--- config.mk ---
export PLATFORM = sky130hd
export DESIGN_NAME = chx_path_extractor
export DESIGN_NICKNAME = d
export VERILOG_FILES = /design/src/rtl/chx_pkg.sv /design/src/rtl/chx_tap_power.sv /design/src/rtl/chx_recip_lut.sv /design/src/rtl/chx_top2_tracker.sv /design/src/rtl/chx_path_extractor.sv
export SDC_FILE = /design/constraint.sdc
export NUM_CORES = 1
export LEC_CHECK = 0
export BUFFER_PORTS_ARGS = -buffer_cell sky130_fd_sc_hd__buf_2
export CAP_MARGIN = 5
export CORE_MARGIN = 2
export CORE_UTILIZATION = 30
export CTS_BUF_LIST = sky130_fd_sc_hd__clkbuf_8
export DETAILED_ROUTE_END_ITERATION = 8
export PLACE_DENSITY_LB_ADDON = 0.2
export SLEW_MARGIN = 40
export SYNTH_ARGS = -nofsm -noshare
export SYNTH_HDL_FRONTEND = slang
export SYNTH_SLANG_ARGS = --single-unit
--- constraint.sdc ---
create_clock -name clk -period 8.95 [get_ports clk]
set_input_delay 0.895 -clock clk [delete_from_list [all_inputs] [get_ports clk]]
set_output_delay 0.895 -clock clk [all_outputs]
set_load 0.005 [all_outputs]
--- src/rtl/chx_pkg.sv ---
package chx_pkg;
  localparam int SAMP_W  = 18;
  localparam int RANK_W  = 9;
  localparam int PWR_W   = 15;
  localparam int PWR_SH  = 2 * RANK_W - PWR_W;
  localparam int LUT_AW  = 6;
  localparam int INV_W   = 13;
  localparam int NUM_SH  = 22;
  localparam int IDX_W   = 9;

  typedef logic signed [SAMP_W-1:0] samp_t;
  typedef logic [PWR_W-1:0]         pwr_t;

  typedef struct packed {
    logic             vld;
    logic [IDX_W-1:0] idx;
    pwr_t             pwr;
    samp_t            re;
    samp_t            im;
  } tap_t;

  // Coarse power from the upper RANK_W bits of each component.
  function automatic pwr_t rank_power(samp_t re, samp_t im);
    logic signed [RANK_W-1:0]   r_hi;
    logic signed [RANK_W-1:0]   i_hi;
    logic signed [2*RANK_W:0]   acc;
    r_hi = re[SAMP_W-1 -: RANK_W];
    i_hi = im[SAMP_W-1 -: RANK_W];
    acc  = r_hi * r_hi + i_hi * i_hi;
    return PWR_W'(acc >>> PWR_SH);
  endfunction

  // One reciprocal table entry; the divisor is the midpoint of the address bin.
  function automatic int recip_entry(int a, int step, int num_sh, int out_w);
    longint den;
    longint quo;
    longint top;
    den = longint'(a) * step + step / 2;
    quo = (64'sd1 <<< num_sh) / den;
    top = (64'sd1 <<< out_w) - 1;
    return int'((quo > top) ? top : quo);
  endfunction
endpackage

--- src/rtl/chx_tap_power.sv ---
module chx_tap_power
  import chx_pkg::*;
(
  input  samp_t smp_re,
  input  samp_t smp_im,
  output pwr_t  smp_pwr
);
  assign smp_pwr = rank_power(smp_re, smp_im);
endmodule

--- src/rtl/chx_recip_lut.sv ---
module chx_recip_lut
  import chx_pkg::*;
#(
  parameter int AW    = LUT_AW,
  parameter int OW    = INV_W,
  parameter int PW    = PWR_W,
  parameter int NSH   = NUM_SH
) (
  input  logic [AW-1:0] addr,
  output logic [OW-1:0] inv
);
  localparam int DEPTH = 1 << AW;
  localparam int STEP  = 1 << (PW - AW);

  logic [OW-1:0] tbl [DEPTH];

  for (genvar a = 0; a < DEPTH; a++) begin : g_ent
    assign tbl[a] = OW'(recip_entry(a, STEP, NSH, OW));
  end

  assign inv = tbl[addr];
endmodule

--- src/rtl/chx_top2_tracker.sv ---
module chx_top2_tracker
  import chx_pkg::*;
(
  input  logic  clk,
  input  logic  rst_n,
  input  logic  clear,
  input  logic  accept,
  input  samp_t smp_re,
  input  samp_t smp_im,
  input  pwr_t  smp_pwr,
  output tap_t  first,
  output tap_t  second,
  output logic  take_main,
  output logic  take_sec
);
  logic [IDX_W-1:0] idx_q;
  logic             beats_first;
  logic             beats_second;
  tap_t             cand;

  always_comb begin
    cand.vld = 1'b1;
    cand.idx = idx_q;
    cand.pwr = smp_pwr;
    cand.re  = smp_re;
    cand.im  = smp_im;
  end

  // Strict compare: an equal-power later tap never displaces an earlier one.
  assign beats_first  = !first.vld  || (smp_pwr > first.pwr);
  assign beats_second = !second.vld || (smp_pwr > second.pwr);
  assign take_main    = accept && beats_first;
  assign take_sec     = accept && !beats_first && beats_second;

  always_ff @(posedge clk) begin
    if (!rst_n || clear) begin
      idx_q  <= '0;
      first  <= '0;
      second <= '0;
    end else begin
      if (accept) idx_q <= idx_q + 1'b1;
      if (take_main) begin
        first  <= cand;
        second <= first;
      end else if (take_sec) begin
        second <= cand;
      end
    end
  end
endmodule

--- src/rtl/chx_path_extractor.sv ---
module chx_path_extractor
  import chx_pkg::*;
#(
  parameter int MAX_DLY = 128,
  parameter int DLY_W   = $clog2(MAX_DLY + 1)
) (
  input  logic                     clk,
  input  logic                     rst_n,
  input  logic                     fld_start,
  input  logic                     fld_end,
  input  logic                     smp_vld,
  input  logic signed [SAMP_W-1:0] smp_re,
  input  logic signed [SAMP_W-1:0] smp_im,
  output logic                     busy,
  output logic                     done,
  output logic signed [SAMP_W-1:0] main_re,
  output logic signed [SAMP_W-1:0] main_im,
  output logic signed [SAMP_W-1:0] sec_re,
  output logic signed [SAMP_W-1:0] sec_im,
  output logic [DLY_W-1:0]         sec_dly,
  output logic [INV_W-1:0]         inv_pwr
);
  localparam int REL_W = IDX_W + 1;

  // Named internal events (observed by the bound checker).
  logic accept;
  logic pub_evt;
  logic take_main;
  logic take_sec;
  logic sec_ok;

  pwr_t                    smp_pwr;
  tap_t                    first;
  tap_t                    second;
  logic signed [REL_W-1:0] rel_dly;
  logic [INV_W-1:0]        inv_lut;

  assign accept  = busy && smp_vld && !fld_start && !fld_end;
  assign pub_evt = busy && fld_end && !fld_start;

  chx_tap_power u_pwr (
    .smp_re (smp_re),
    .smp_im (smp_im),
    .smp_pwr(smp_pwr)
  );

  chx_top2_tracker u_trk (
    .clk      (clk),
    .rst_n    (rst_n),
    .clear    (fld_start),
    .accept   (accept),
    .smp_re   (smp_re),
    .smp_im   (smp_im),
    .smp_pwr  (smp_pwr),
    .first    (first),
    .second   (second),
    .take_main(take_main),
    .take_sec (take_sec)
  );

  chx_recip_lut u_lut (
    .addr(first.pwr[PWR_W-1 -: LUT_AW]),
    .inv (inv_lut)
  );

  assign rel_dly = $signed({1'b0, second.idx}) - $signed({1'b0, first.idx});
  assign sec_ok  = second.vld && (rel_dly > 0) && (rel_dly <= REL_W'(MAX_DLY));

  always_ff @(posedge clk) begin
    if (!rst_n) begin
      busy <= 1'b0;
      done <= 1'b0;
    end else begin
      done <= pub_evt;
      if (fld_start)    busy <= 1'b1;
      else if (pub_evt) busy <= 1'b0;
    end
  end

  always_ff @(posedge clk) begin
    if (!rst_n) begin
      main_re <= '0;
      main_im <= '0;
      sec_re  <= '0;
      sec_im  <= '0;
      sec_dly <= '0;
      inv_pwr <= '0;
    end else if (pub_evt) begin
      main_re <= first.re;
      main_im <= first.im;
      sec_re  <= sec_ok ? second.re : '0;
      sec_im  <= sec_ok ? second.im : '0;
      sec_dly <= sec_ok ? DLY_W'(rel_dly) : '0;
      inv_pwr <= inv_lut;
    end
  end
endmodule

==> impl_metrics.yaml, run 1 <==
die:
  die_area_um2: 54070
  die_w_um: 232.5
  io_pins: 136
  rows: 83
  start_util_pct: 30.42
  coreArea_um2: 51510
  chipHeight_um: 232.5
final_layout:
  final_area_um2: 18070
  regArea_um2: 4527
  final_cell_mix: "nand2_1, inv_1, dfxtp_1"
  final.fill_count: 5452
  drive_gt1_share_pct: 14.11
  n_antenna_cell: 0
  syn_to_final_growth_pct: 15.36
  multiInputGateArea_um2: 9773
  layout.nets: 2184
  layout_commonest_cell: "nand2_1"
cts:
  clock_path_buffers: 3
  cts_hold_buf: 0
  cts.clk_slew.worst_paths_ns: 0.06
  cts_tree: "built"
  clock_latency_ns: 0.57
  cts_sinks: 226
  cts-root-buf: "clkbuf_8"
  cts_buffers: 38
  htreeDepth: 2
  cts_setup_buffers: 0
setup_path:
  reg2reg_setup_slack_ns: 5.55
  cp_common_cell: "fa_1"
  critPathCapture: "u_trk.second[19]"
  crit_path_end_kind: "register"
  critPathMaxFanout: 14
  crit_required_ns: 9.44
  start_kind: "input pin"
  r2r_end: "u_trk.second[33]"
  crit_type: "in2reg"
  worstRegToRegCells: 11
  cpPeakStageDelay_ns: 0.58
  worstSetupStartpoint: "smp_im[17]"
  worstPathArrival_ns: 8.82
  slowest_stage: "fa_1"
  reg2reg_from: "u_trk.first[47]"
hold_path:
  hold_path.class: "reg2reg"
  min_path_cells: 2
placed_design:
  io_buffer_count: 135
  dpl_cell_area_um2: 17240
  place_hpwl_mm: 33.77
  place.gp.congestion: 0.8330
logic_synthesis:
  synth-edff-count: 0
  synth_nets: 2068
  synth_area_um2: 15670
  synth-main-ff-cell: "dfxtp_1"
  postSynthCellCount: 1764
  yosys_warnings: 0
  async_reset_ff_share_pct: 0
  syn_avg_cell_area_um2: 8.882
  ys_types: 69
  ys_ff_latch: 226
  seq_area_frac_synth_pct: 28.88
job:
  maxCapViolations: 0
sta:
  finalCriticalPeriod_ns: 8.329
  period_share_pct: 93.06
  fin_hold_ws_ns: 0.4597
  maxSlewHeadroom_pct: 47.90
  finalSetupTns_ns: 0
  rsz0062_at_grt: "no"
  finalHoldViolCount: 0
  setup_violations: 0
  skew_ns: 0.02160
  max_freq_mhz: 120.1
  drv_slew: 0
  worst_slew_pin_slew_ns: 0.7804
grt:
  overflow: 0
  grtUsageTotal_pct: 17.12
  antenna_found_initial: 1
  grt_max_degree: 83
  grt_pass1_wl_mm: 72.91
  grt_pass1_vias: 13120
detailed_routing:
  antenna_left: 0
  vias: 12770
  viasPerCell: 4.939
  firstDrtPassIters: 7
  routed_wl_mm: 45.43
  drc: 0
  drtIter0Drc: 797
  post_drt_wl_per_cell_um: 17.57
status:
  status: "complete, no violations"
[cell families (layout without fill, tap and decap cells)]
kind of cell | count (synthesis) | in the layout | synth area share, %
multiplexers | 10 | 10 | 0.7427
flip-flops | 226 | 226 | 28.88
buffers and inverters | 359 | 501 | 9.112
adder cells (fa/ha/maj) | 263 | 263 | 27.81
AO/OA/AOI/OAI | 369 | 369 | 17.11
AND/OR/NAND/NOR | 495 | 495 | 13.87
XOR/XNOR | 42 | 42 | 2.484
[cell type report]
class                      instances  share of cell area [%]
inverter                         247                   5.129
timing repair buffer             188                   6.514
multi-input combinational       1179                   54.07
clock inverter                    13                  0.4984
tap                              680                   4.707
clock buffer                      53                   4.036
sequential                       226                   25.05
[layer usage]
| layer | vias up | track usage [%] | wire length, um |
|---|---|---|---|
| met5 | - | 0 | 0 |
| met3 | 68 | 3.309 | 2631 |
| met4 | 0 | 4.598 | 1136 |
| met1 | 6261 | 22.21 | 20110 |
| li1 | 6131 | - | - |
| met2 | 313 | 28.99 | 21560 |
[Yosys cell counts, types with 23 or more instances]
master,number,area share (%)
clkbuf_1,85,2.0
and2_1,35,1.4
xnor2_1,28,1.6
o21ai_0,39,1.2
a21oi_1,110,3.5
nor2_1,109,2.6
inv_1,246,5.9
dfxtp_1,226,29
a222oi_1,35,2.2
ha_1,121,9.7
o221ai_1,23,1.3
a21boi_0,39,1.9
nand2_1,261,6.3
a32o_1,44,2.8
fa_1,142,18
[critical path, delay by kind of cell]
family,cells,cell delay [ns]
AOI/OAI and AO/OA,7,1.23
adders and majority gates,9,4.05
buffers and inverters,7,1.09
and+or+nand+nor,7,1.52
[flip-flops by register name (all words and copies together), names as in the netlist]
signal,cells
main_re,18
u_trk.first,61
sec_im,18
inv_pwr,13
u_trk.second,61
main_im,18
sec_re,18
busy,1
u_trk.idx_q,9
done,1
sec_dly,8
[per-stage QoR]
stage / instances / worst slack (ns) / utilization [%]
final: 2586 / 0.6211 / 35.09
after detailed placement: 2520 / -0.03123 / 33.47
after floorplan: 1764 / 0.3620 / -
after CTS: 2586 / 0.5256 / 35.06
after global placement: 2520 / 0.07938 / 33.45
after global routing: 2586 / 0.05911 / 35.09
[worst min path at each step]
stage,start,endpoint,slack (ns)
global placement,u_trk.second[38],u_trk.second[38],0.45
floorplan,u_trk.second[51],u_trk.second[51],0.43
finish,main_re[15],main_re[15],0.46
detailed placement,sec_dly[4],sec_dly[4],0.45
CTS,u_trk.second[44],u_trk.second[44],0.46
global route,sec_dly[2],sec_dly[2],0.48
[repair_timing]
action,4_1_cts,5_1_grt
gates resized for setup,0,2
setup endpoints to repair,0,13
endpoints found under the hold margin,0,0
Power of run 1 is not shown: default switching activity piles up to over one toggle a cycle in this logic, so the estimate is an artifact.
==> run 2: changes to the inputs <==
--- a/config.mk
+++ b/config.mk
@@ -15,4 +15,5 @@
 export SLEW_MARGIN = 40
 export SYNTH_ARGS = -nofsm -noshare
 export SYNTH_HDL_FRONTEND = slang
+export SYNTH_HIERARCHICAL = 1
 export SYNTH_SLANG_ARGS = --single-unit
==> run 2 against run 1 <==
Against the previous run: final cell count is 7.7% higher; final area grew 6.8%; area after synthesis up 7.9%; synthesized cell count grew 6.9%; setup slack better by 0.0022 ns; largest cell class unchanged.
==> impl_metrics.yaml, run 2 <==
cts:
  cts_setup_buffers: 0
  clock_path_buffers: 3
  clock_latency_ns: 0.56
  cts_buffers: 38
  htreeDepth: 2
  cts_resized: 0
  cts_hold_buf: 0
  cts-root-buf: "clkbuf_8"
  cts_sinks: 226
  cts.clk_slew.worst_paths_ns: 0.06
  cts_tree: "built"
hold_path:
  hold_path.class: "reg2reg"
  min_from: "sec_dly[7]"
  min_path_cells: 2
  hold_end: "sec_dly[7]"
grt:
  grt_pass1_vias: 13230
  grt_max_degree: 76
  grt_pass1_wl_mm: 71.56
  antenna_found_initial: 3
  overflow: 0
  grtUsageTotal_pct: 15.39
sta:
  rsz0062_at_grt: "no"
  finalHoldViolCount: 0
  setup_violations: 0
  worst_slew_pin_slew_ns: 0.8207
  max_freq_mhz: 120.1
  drv_slew: 0
  period_share_pct: 93.04
  fin_hold_ws_ns: 0.4484
  skew_ns: 0.01366
  finalSetupTns_ns: 0
  maxSlewHeadroom_pct: 45.29
  finalCriticalPeriod_ns: 8.327
final_layout:
  final_cell_mix: "inv_1, dfxtp_1, nand2_1"
  n_antenna_cell: 0
  layout_commonest_cell: "inv_1"
  reg.largest.list: "u_trk/first (61), u_trk/second (61)"
  syn_to_final_growth_pct: 14.23
  regArea_um2: 4528
  layout.nets: 2309
  final.fill_count: 5882
  stdcell_count: 2786
  multiInputGateArea_um2: 10890
  drive_gt1_share_pct: 18.52
  final_area_um2: 19310
setup_path:
  critPathMaxFanout: 40
  crit_buf_inv: 6
  crit_type: "in2reg"
  worstPathArrival_ns: 8.77
  r2r_end: "sec_re[6]"
  slowest_stage: "fa_1"
  crit_path_end_kind: "register"
  crit_required_ns: 9.40
  start_kind: "input pin"
  reg2reg_setup_slack_ns: 5.81
  cp_top_family: "adder cells"
  cpPeakStageDelay_ns: 0.55
  reg2reg_from: "u_trk/first[51]"
  worstRegToRegCells: 10
status:
  status: "complete, no violations"
job:
  maxCapViolations: 0
detailed_routing:
  routed_wl_mm: 44.42
  drtIter0Drc: 638
  viasPerCell: 4.724
  firstDrtPassIters: 5
  antenna_left: 0
  drc: 0
  vias: 13160
  post_drt_wl_per_cell_um: 15.94
die:
  rows: 87
  die_w_um: 241.4
  chipHeight_um: 241.4
  io_pins: 136
  coreArea_um2: 56060
  die_area_um2: 58260
  start_util_pct: 30.15
logic_synthesis:
  syn_avg_cell_area_um2: 8.967
  synth_area_um2: 16900
  postSynthCellCount: 1885
  synth_nets: 2192
  yosys_warnings: 6
placed_design:
  place.gp.congestion: 0.7878
  dpl_cell_area_um2: 18580
  io_buffer_count: 135
  place_inst: 2718
  place_hpwl_mm: 32.69
run 2: final cells by class:
cell class                      count  area share (%)
Multi-Input combinational cell   1273           56.43
Sequential cell                   226           23.45
Timing Repair Buffer              189           6.137
Inverter                          274           5.327
Tap cell                          756           4.899
Clock buffer                       43           3.065
Clock inverter                     25          0.6934
run 2: through the flow:
step                      worst slack (ns)  utilization, %
after CTS                           0.5485           34.43
after global routing               0.08797           34.44
after floorplan                     0.4284               -
after global placement           -0.007272           33.12
after detailed placement          -0.02268           33.14
final                               0.6233           34.44
run 2: worst max-delay path by stage:
stage | startpoint | end | depth (start not counted) | slack, ns
floorplan | smp_im[17] | u_trk/second[10] | 28 | 0.43
finish | smp_im[11] | u_trk/second[57] | 30 | 0.62
global route | smp_im[14] | u_trk/second[26] | 29 | 0.09
global placement | smp_im[11] | u_trk/second[57] | 30 | -0.007
detailed placement | smp_im[11] | u_trk/second[57] | 30 | -0.02
CTS | smp_im[11] | u_trk/second[7] | 30 | 0.55
run 2: routing by layer:
layer	routed length [um]	GRT usage, %
met2	21160	26.31
met3	1870	2.188
met4	734	3.779
met1	20630	20.42
met5	23	0
run 2: tightest hold or removal path: cells and delay by family, from the launching register on:
| kind | cells | cell delay, ns |
|---|---|---|
| flip-flops | 1 | 0.31 |
| AND/OR/NAND/NOR | 1 | 0.05 |
| AO/OA/AOI/OAI | 1 | 0.05 |
Power of run 2 is left out for the same reason.
